==> config.mk <==
export PLATFORM = sky130hd
export DESIGN_NAME = gpio_ctrl
export DESIGN_NICKNAME = d
export VERILOG_FILES = /design/src/rtl/gpio_ctrl_pkg.sv /design/src/rtl/gpio_sync.sv /design/src/rtl/gpio_blink.sv /design/src/rtl/gpio_irq.sv /design/src/rtl/gpio_ctrl.sv
export SDC_FILE = /design/constraint.sdc
export NUM_CORES = 1
export LEC_CHECK = 0
export BUFFER_PORTS_ARGS = -buffer_cell sky130_fd_sc_hd__buf_2
export CAP_MARGIN = 20
export CORE_UTILIZATION = 30
export CTS_BUF_LIST = sky130_fd_sc_hd__clkbuf_8
export DETAILED_ROUTE_END_ITERATION = 12
export PLACE_DENSITY = 0.48
export SLEW_MARGIN = 20
export SYNTH_ARGS = -nofsm -noshare
export SYNTH_HDL_FRONTEND = slang
export SYNTH_SLANG_ARGS = --single-unit
==> constraint.sdc <==
create_clock -name clk -period 3.1 [get_ports clk]
set_input_delay 0.31 -clock clk [delete_from_list [all_inputs] [get_ports clk]]
set_output_delay 0.31 -clock clk [all_outputs]
set_load 0.03 [all_outputs]
==> src/rtl/gpio_ctrl_pkg.sv <==
package gpio_ctrl_pkg;

    localparam int REG_ADDR_W = 5;

    // register selected by bits [4:2] of the byte address
    typedef enum logic [2:0] {
        SEL_OUT   = 3'd0,
        SEL_DIR   = 3'd1,
        SEL_BLINK = 3'd2,
        SEL_POL   = 3'd3,
        SEL_DIN   = 3'd4,
        SEL_CAUSE = 3'd5,
        SEL_EMASK = 3'd6,
        SEL_LMASK = 3'd7
    } reg_sel_e;

    typedef struct packed {
        logic     hit;   // word-aligned access
        reg_sel_e sel;
    } reg_dec_t;

    function automatic reg_dec_t decode_addr(input logic [REG_ADDR_W-1:0] a);
        reg_dec_t d;
        d.hit = (a[1:0] == 2'b00);
        d.sel = reg_sel_e'(a[4:2]);
        return d;
    endfunction

endpackage

==> src/rtl/gpio_sync.sv <==
module gpio_sync #(
    parameter int W = 32
) (
    input  logic         clk,
    input  logic         rst,
    input  logic [W-1:0] async_in,
    output logic [W-1:0] sync_out
);
    logic [W-1:0] meta_q;
    logic [W-1:0] stable_q;

    always_ff @(posedge clk) begin
        if (rst) begin
            meta_q   <= '0;
            stable_q <= '0;
        end else begin
            meta_q   <= async_in;
            stable_q <= meta_q;
        end
    end

    assign sync_out = stable_q;
endmodule

==> src/rtl/gpio_blink.sv <==
module gpio_blink #(
    parameter int CNT_W = 20
) (
    input  logic clk,
    input  logic rst,
    output logic wave
);
    logic [CNT_W-1:0] cnt_q;

    always_ff @(posedge clk) begin
        if (rst) cnt_q <= '0;
        else     cnt_q <= cnt_q + 1'b1;
    end

    assign wave = cnt_q[CNT_W-1];

    AST_WAVE_TOGGLE: assert property (@(posedge clk) disable iff (rst)
        (cnt_q == '1) |=> (wave != $past(wave)));
endmodule

==> src/rtl/gpio_irq.sv <==
module gpio_irq #(
    parameter int NPINS = 32,
    parameter int GROUP = 8,
    localparam int NGROUP = NPINS / GROUP
) (
    input  logic              clk,
    input  logic              rst,
    input  logic [NPINS-1:0]  din,
    input  logic              clr_wr,
    input  logic [NPINS-1:0]  clr_data,
    input  logic [NPINS-1:0]  edge_en,
    input  logic [NPINS-1:0]  level_en,
    output logic [NPINS-1:0]  cause_q,
    output logic [NGROUP-1:0] irq
);
    logic [NPINS-1:0] din_q;
    logic [NPINS-1:0] rise;
    logic [NPINS-1:0] keep;
    logic [NPINS-1:0] pend;

    assign rise = din & ~din_q;
    assign keep = clr_wr ? clr_data : '1;

    always_ff @(posedge clk) begin
        if (rst) begin
            din_q   <= '0;
            cause_q <= '0;
        end else begin
            din_q   <= din;
            cause_q <= (cause_q & keep) | rise;   // new edge beats the clear
        end
    end

    assign pend = (din & level_en) | (cause_q & edge_en);

    for (genvar g = 0; g < NGROUP; g++) begin : g_grp
        assign irq[g] = |pend[g*GROUP +: GROUP];
    end

    AST_EDGE_LATCH: assert property (@(posedge clk) disable iff (rst)
        (|rise) |=> ((cause_q & $past(rise)) == $past(rise)));
    AST_EDGE_BEATS_CLEAR: assert property (@(posedge clk) disable iff (rst)
        (clr_wr && |(rise & ~clr_data)) |=> ((cause_q & $past(rise)) == $past(rise)));
    AST_NO_SPURIOUS_CAUSE: assert property (@(posedge clk) disable iff (rst)
        ((cause_q & ~$past(cause_q) & ~$past(rise)) == '0));
    AST_ACK_CLEARS: assert property (@(posedge clk) disable iff (rst)
        clr_wr |=> ((cause_q & ~$past(clr_data) & ~$past(rise)) == '0));
endmodule

==> src/rtl/gpio_ctrl.sv <==
module gpio_ctrl
    import gpio_ctrl_pkg::*;
#(
    parameter int NPINS   = 32,
    parameter int GROUP   = 8,
    parameter int BLINK_W = 20,
    localparam int NGROUP = NPINS / GROUP
) (
    input  logic                  clk,
    input  logic                  rst,
    input  logic [REG_ADDR_W-1:0] bus_addr,
    input  logic                  bus_we,
    input  logic [NPINS-1:0]      bus_wdata,
    output logic [NPINS-1:0]      bus_rdata,
    input  logic [NPINS-1:0]      pad_in,
    output logic [NPINS-1:0]      pad_out,
    output logic [NPINS-1:0]      pad_oe,
    output logic [NGROUP-1:0]     irq
);
    reg_dec_t         dec;
    logic             wr;
    logic [NPINS-1:0] out_q, dir_q, blink_q, pol_q, emask_q, lmask_q;
    logic [NPINS-1:0] pad_sync, din, cause;
    logic             wave;

    assign dec = decode_addr(bus_addr);
    assign wr  = bus_we && dec.hit;

    always_ff @(posedge clk) begin
        if (rst) begin
            out_q   <= '0;
            dir_q   <= '1;
            blink_q <= '0;
            pol_q   <= '0;
            emask_q <= '0;
            lmask_q <= '0;
        end else if (wr) begin
            case (dec.sel)
                SEL_OUT:   out_q   <= bus_wdata;
                SEL_DIR:   dir_q   <= bus_wdata;
                SEL_BLINK: blink_q <= bus_wdata;
                SEL_POL:   pol_q   <= bus_wdata;
                SEL_EMASK: emask_q <= bus_wdata;
                SEL_LMASK: lmask_q <= bus_wdata;
                default: ;
            endcase
        end
    end

    gpio_sync #(.W(NPINS)) u_sync (
        .clk(clk), .rst(rst), .async_in(pad_in), .sync_out(pad_sync)
    );

    assign din = pad_sync ^ pol_q;

    gpio_irq #(.NPINS(NPINS), .GROUP(GROUP)) u_irq (
        .clk(clk), .rst(rst), .din(din),
        .clr_wr(wr && dec.sel == SEL_CAUSE), .clr_data(bus_wdata),
        .edge_en(emask_q), .level_en(lmask_q),
        .cause_q(cause), .irq(irq)
    );

    gpio_blink #(.CNT_W(BLINK_W)) u_blink (
        .clk(clk), .rst(rst), .wave(wave)
    );

    assign pad_oe  = ~dir_q;
    assign pad_out = out_q & (~blink_q | {NPINS{wave}});

    always_comb begin
        bus_rdata = '0;
        if (dec.hit) begin
            case (dec.sel)
                SEL_OUT:   bus_rdata = out_q;
                SEL_DIR:   bus_rdata = dir_q;
                SEL_BLINK: bus_rdata = blink_q;
                SEL_POL:   bus_rdata = pol_q;
                SEL_DIN:   bus_rdata = din;
                SEL_CAUSE: bus_rdata = cause;
                SEL_EMASK: bus_rdata = emask_q;
                SEL_LMASK: bus_rdata = lmask_q;
                default:   bus_rdata = '0;
            endcase
        end
    end

    AST_RESET_QUIET: assert property (@(posedge clk)
        rst |=> ((irq == '0) && (pad_oe == '0)));
    AST_MASKED_SILENT: assert property (@(posedge clk) disable iff (rst)
        ((emask_q == '0) && (lmask_q == '0)) |-> (irq == '0));
    AST_PLAIN_OUTPUT: assert property (@(posedge clk) disable iff (rst)
        ((pad_out & ~blink_q) == (out_q & ~blink_q)));
endmodule

# == After elaboration in Yosys (flattened, before gate mapping) ==
# Index checks and enable logic that the tools add are counted.
# word_totals
wordCells,48
reg_bits,340
in_bits,72
# classes
n_addsub,1
n_eq_ne,7
muxes,3
n_reduce_logical,14
bitwise,12
# op_table
cell,n
case mux 32 bit (8 select lines),1
AND 32 bit,5
NOT 32 bit,3
bitwise OR 32 bit,3
two-way mux 32 bit,2
OR reduction 8 bit,4
XOR 32 bit,1
"adder 20 x 1 -> 20 bit, second input constant",1
"== test 3 bit, second input constant",4
AND reduction 2 bit,6
"== test 3 x 2 -> 1 bit, second input constant",2
"== test 3 x 1 -> 1 bit, second input constant",1
logical NOT 3 bit,1
logical AND 1 bit,2
logical NOT 2 bit,1

# == Longest topological paths before layout ==
# logic_depth
ltp_word,6
depth_mapped,7
mapped_depth_nobuf,5

# == Cells and area by module ==
# A second synthesis with hierarchy kept.
# unflattened
cells_unflattened,1755
area_unflattened_um2,14890.5
# modules_own_cells
module,area_each_um2,cells_per_inst,n_inst
gpio_ctrl,9656.8,1283,1
gpio_irq,2456.1,239,1
gpio_sync,1918.1,135,1
gpio_blink,859.6,98,1

# == Worst setup path after synthesis ==
# OpenSTA, ideal clock, no wires.
# synth_path
path_type,input-to-output
startpoint,in bus_addr[2]
endpoint,out bus_rdata[14]
n_path_buf,4
arrival_ps,1751
required_time_ps,2790
path_slack_ps,1039
stages,6
path_cell_list,buf_2 > buf_2 > buf_2 > buf_1 > nand2_1 > a21oi_1
# synth_via
elab_chain_cells,3
# synth_lines
element,line,text
"start, declared",gpio_ctrl.sv:11,"input logic [REG_ADDR_W-1:0] bus_addr,"
"== test 3 bit, or another cell as far along",gpio_ctrl.sv:73,case (dec.sel)
case mux 32 bit (8 select lines) (*),gpio_ctrl.sv:73,
two-way mux 32 bit (*),gpio_ctrl.sv:72,if (dec.hit) begin
"end, declared",gpio_ctrl.sv:14,"output logic [NPINS-1:0] bus_rdata,"
# Mark *: on every way between the ends. The rest lies on a longest branch, timed or not.

# == Worst setup path in the final report ==
# layout_path
startpoint,"reg u_sync.stable_q[27], in the netlist u_sync.sync_out[27]"
endpoint,out bus_rdata[27]
# layout_via
elab_chain_cells,3
# layout_lines
element,line,text
"start, declared",gpio_sync.sv:10,logic [W-1:0] stable_q;
"start signal, assigned",gpio_sync.sv:18,stable_q <= meta_q;
XOR 32 bit,gpio_ctrl.sv:54,assign din = pad_sync ^ pol_q;
case mux 32 bit (8 select lines),gpio_ctrl.sv:73,
two-way mux 32 bit,gpio_ctrl.sv:72,
# No other way between the ends.

==> summary.txt <==
Timing
  • Final Critical Period: 2.82 ns
  • Final Hold Fails: 0
  • Final setup fails: 0
  • Setup Skew: 0.0255 ns
  • Setup TNS: 0 ns
  • Slew margin rel.: 33.2%
  • Max Transition Viols Final: 0
  • Fin crit share: 90.9%
  • Slew at the pin with the worst max-slew slack: 1.00 ns
  • Unrepaired setup endpoints after global routing: false
  • Highest clock rate: 0.355 GHz
  • Final hold slack: 0.174 ns

Power
  • PD cells: 537 nW/um^2
  • Switch Pwr: 2.52 mW
  • Leak: 6.99 nW
  • Sw frac: 25.7%
  • Internal power: 7.29 mW
  • Part of the power in the clock network: 45.7%
  • IR drop worst, VDD: 0.357 mV
  • Sequential Power Share: 46.3%
  • Power share of the combinational group: 8.1%

Die
  • Initial Utilization: 30.6%
  • Die ar.: 49700 um^2
  • Die width: 223 um
  • Die height: 223 um
  • Core Box Area: 47900 um^2
  • Top-Level Pins: 172
  • # rows: 80

Placed design
  • Placer Congestion: 0.822
  • Detail Placement HPWL: 34.1 mm
  • Number of port buffers: 171
  • Placed insts: 2508

Routing
  • DRT antenna net count: 0
  • Initial drt markers: 866
  • WL per Instance: 19.2 um
  • Router iterations before antenna repair: 5
  • Via/cell ratio: 5.05
  • WL final: 51.4 mm
  • Via count: 13540
  • DRC: 0

Worst hold path
  • Hold/Removal Path Class: input pin to flop
  • Hold path depth: 2
  • Min-delay src: rst
  • Hold endpoint: u_sync.meta_q[12]

Clock tree
  • CTS tree: yes
  • Clk buf depth: 3
  • Setup Fix Bufs, Post-CTS: 0
  • CTS Hold Buffers Added: 64
  • Post-CTS sizing: 0
  • Worst-skew pair later-pin latency: 0.68 ns
  • Clock slew at reported path FFs: 0.06 ns
  • Clock Sink Count: 340
  • Inserted Clock Buffers: 61
  • Root buf cell: clkbuf_8
  • CTS H-tree depth: 2

Synth
  • Synth Net Count: 1871
  • EDFF count, synth: 0
  • Post-synth top area cell: dfxtp_1
  • Largest cells by area after synthesis: dfxtp_1, nand2_1, a21oi_1, nor2b_1, clkbuf_1
  • Predominant post-synthesis flop cell: dfxtp_1
  • Synthesized area: 14700 um^2
  • Synth cell count leaders: nand2_1, dfxtp_1, a21oi_1, clkbuf_1, nor2_1
  • Fraction of registers with async set/reset: 0%
  • Share of the synthesized area in the top cell type: 46.4%
  • Netlist cell types: 48
  • Top-count cell post-synth: nand2_1
  • Syn_area_per_cell: 8.15 um^2
  • Mapped Cells: 1798
  • Yosys reg bits: 340
  • Sequential share of the synthesized area: 46.4%
  • Synth warn: 0

Cells and area
  • Ant diodes: 0
  • Share of layout cells above drive strength 1: 17.7%
  • Area Growth Syn to Fin: 24.6%
  • Fin util: 38.1%
  • Final nets: 2093
  • Final Non-Filler Cells: 2683

Worst setup path
  • FF-to-FF setup slack: 1.12 ns
  • Reg2reg end: u_blink.cnt_q[16]
  • Critical R2R Launch: u_blink.cnt_q[0]
  • Crit start category: flop
  • Worst setup path class: flop to primary output
  • Arrival @ worst endpoint: 2.51 ns
  • Crit path max fanout: 4
  • Reg2Reg Depth: 5
  • Worst setup EP type: primary output
  • CP Data Required Time: 2.79 ns

GRT
  • First-pass GRT wire length: 77.7 mm
  • Pin count of the biggest net entering global routing: 137
  • Vias in the first global route: 12967
  • Gr usage total: 20.2%
  • Initial antenna violation count: 0
  • Grt ovf: 0

Status
  • Status: completed

Job
  • Max Cap Viol: 0
## per-layer routing
layer,up-vias,GRT usage [%],routed length [um]
li1,6566,-,-
met3,92,3.62,3160
met5,-,0,0
met4,0,7.41,1440
met2,443,32.5,23600
met1,6439,27.0,23200
## layout make-up
cell class / count / area (um^2)
timing repair buffer: 288 / 2010
inverter: 61 / 229
tap: 615 / 769
fill: 4940 / 29700
clock inverter: 36 / 280
clock buffer: 75 / 1030
sequential: 340 / 6810
multi-input combinational: 1268 / 7130
## registers in the layout (all words and copies together), names as in the netlist
name,count
blink_q,32
dir_q,32
emask_q,32
lmask_q,32
out_q,32
pol_q,32
u_irq.cause_q,32
u_irq.din_q,32
u_sync.meta_q,32
u_sync.sync_out,32
u_blink.cnt_q,20
## per-stage QoR
stage          setup slack, ns  total power, mW  instance area, um^2
2_1_floorplan             1.04             5.03                14700
3_3_place_gp             0.478             5.35                16300
3_5_place_dp             0.470             5.36                16300
4_1_cts                  0.186             9.96                18300
5_1_grt                  0.181             10.2                18300
6_report                 0.281             9.81                18300
## kinds of logic (layout without fill, tap and decap cells)
group           Yosys count  in the layout  synth area share (%)
mux                      43             43                  3.28
fa+ha+maj                 1              1                0.0854
buf+inv                 190            460                  4.99
flops                   340            340                  46.4
simple gates            669            669                  21.1
xor+xnor                 44             44                  2.63
compound gates          511            511                  21.4
## layout by cell type (no fill, tap or decap), drive strengths merged, types with 4 or more instances in the layout
master / instances
nand2: 366
dfxtp: 340
a21oi: 253
buf: 224
nor2: 92
nor2b: 85
inv: 81
clkbuf: 75
o21ai: 69
dlygate4sd3: 64
xnor2: 37
a211o: 33
a21boi: 32
mux2i: 30
or2: 30
nor3b: 25
nand2b: 22
a22o: 21
o22ai: 20
o2bb2ai: 18
a211oi: 16
a2111oi: 13
clkinv: 11
a221oi: 10
mux2: 10
a22oi: 10
a2bb2oi: 9
nand3: 8
nand4: 8
or3: 7
xor2: 7
nor4: 5
and2: 5
nor3: 4
bufinv: 4
or4: 4
## power groups by stage
stage | Sequential, mW | Clock [mW] | Combinational (mW)
after floorplan | 4.61 | 0 | 0.427
after global placement | 4.63 | 0 | 0.719
after detailed placement | 4.63 | 0 | 0.726
after CTS | 4.54 | 4.63 | 0.790
after global routing | 4.55 | 4.84 | 0.852
final | 4.54 | 4.48 | 0.790
## worst max-delay path, stage by stage, from the launching register on
cell	delay, ns
dfxtp_1	0.37
xor2_1	0.38
nor2_1	0.13
or4_1	0.48
a21oi_1	0.24
buf_2	0.24
## how the worst max path moves through the flow
stage | startpoint | endpoint | slack, ns | cells past startpoint
2_1_floorplan | bus_addr[2] | bus_rdata[14] | 1.04 | 6
3_3_place_gp | bus_addr[2] | bus_rdata[23] | 0.48 | 7
3_5_place_dp | bus_addr[2] | bus_rdata[30] | 0.47 | 7
4_1_cts | pol_q[27] | bus_rdata[27] | 0.19 | 5
5_1_grt | pol_q[27] | bus_rdata[27] | 0.18 | 5
6_report | u_sync.sync_out[27] | bus_rdata[27] | 0.28 | 5
(Power assumes the default switching activity.)
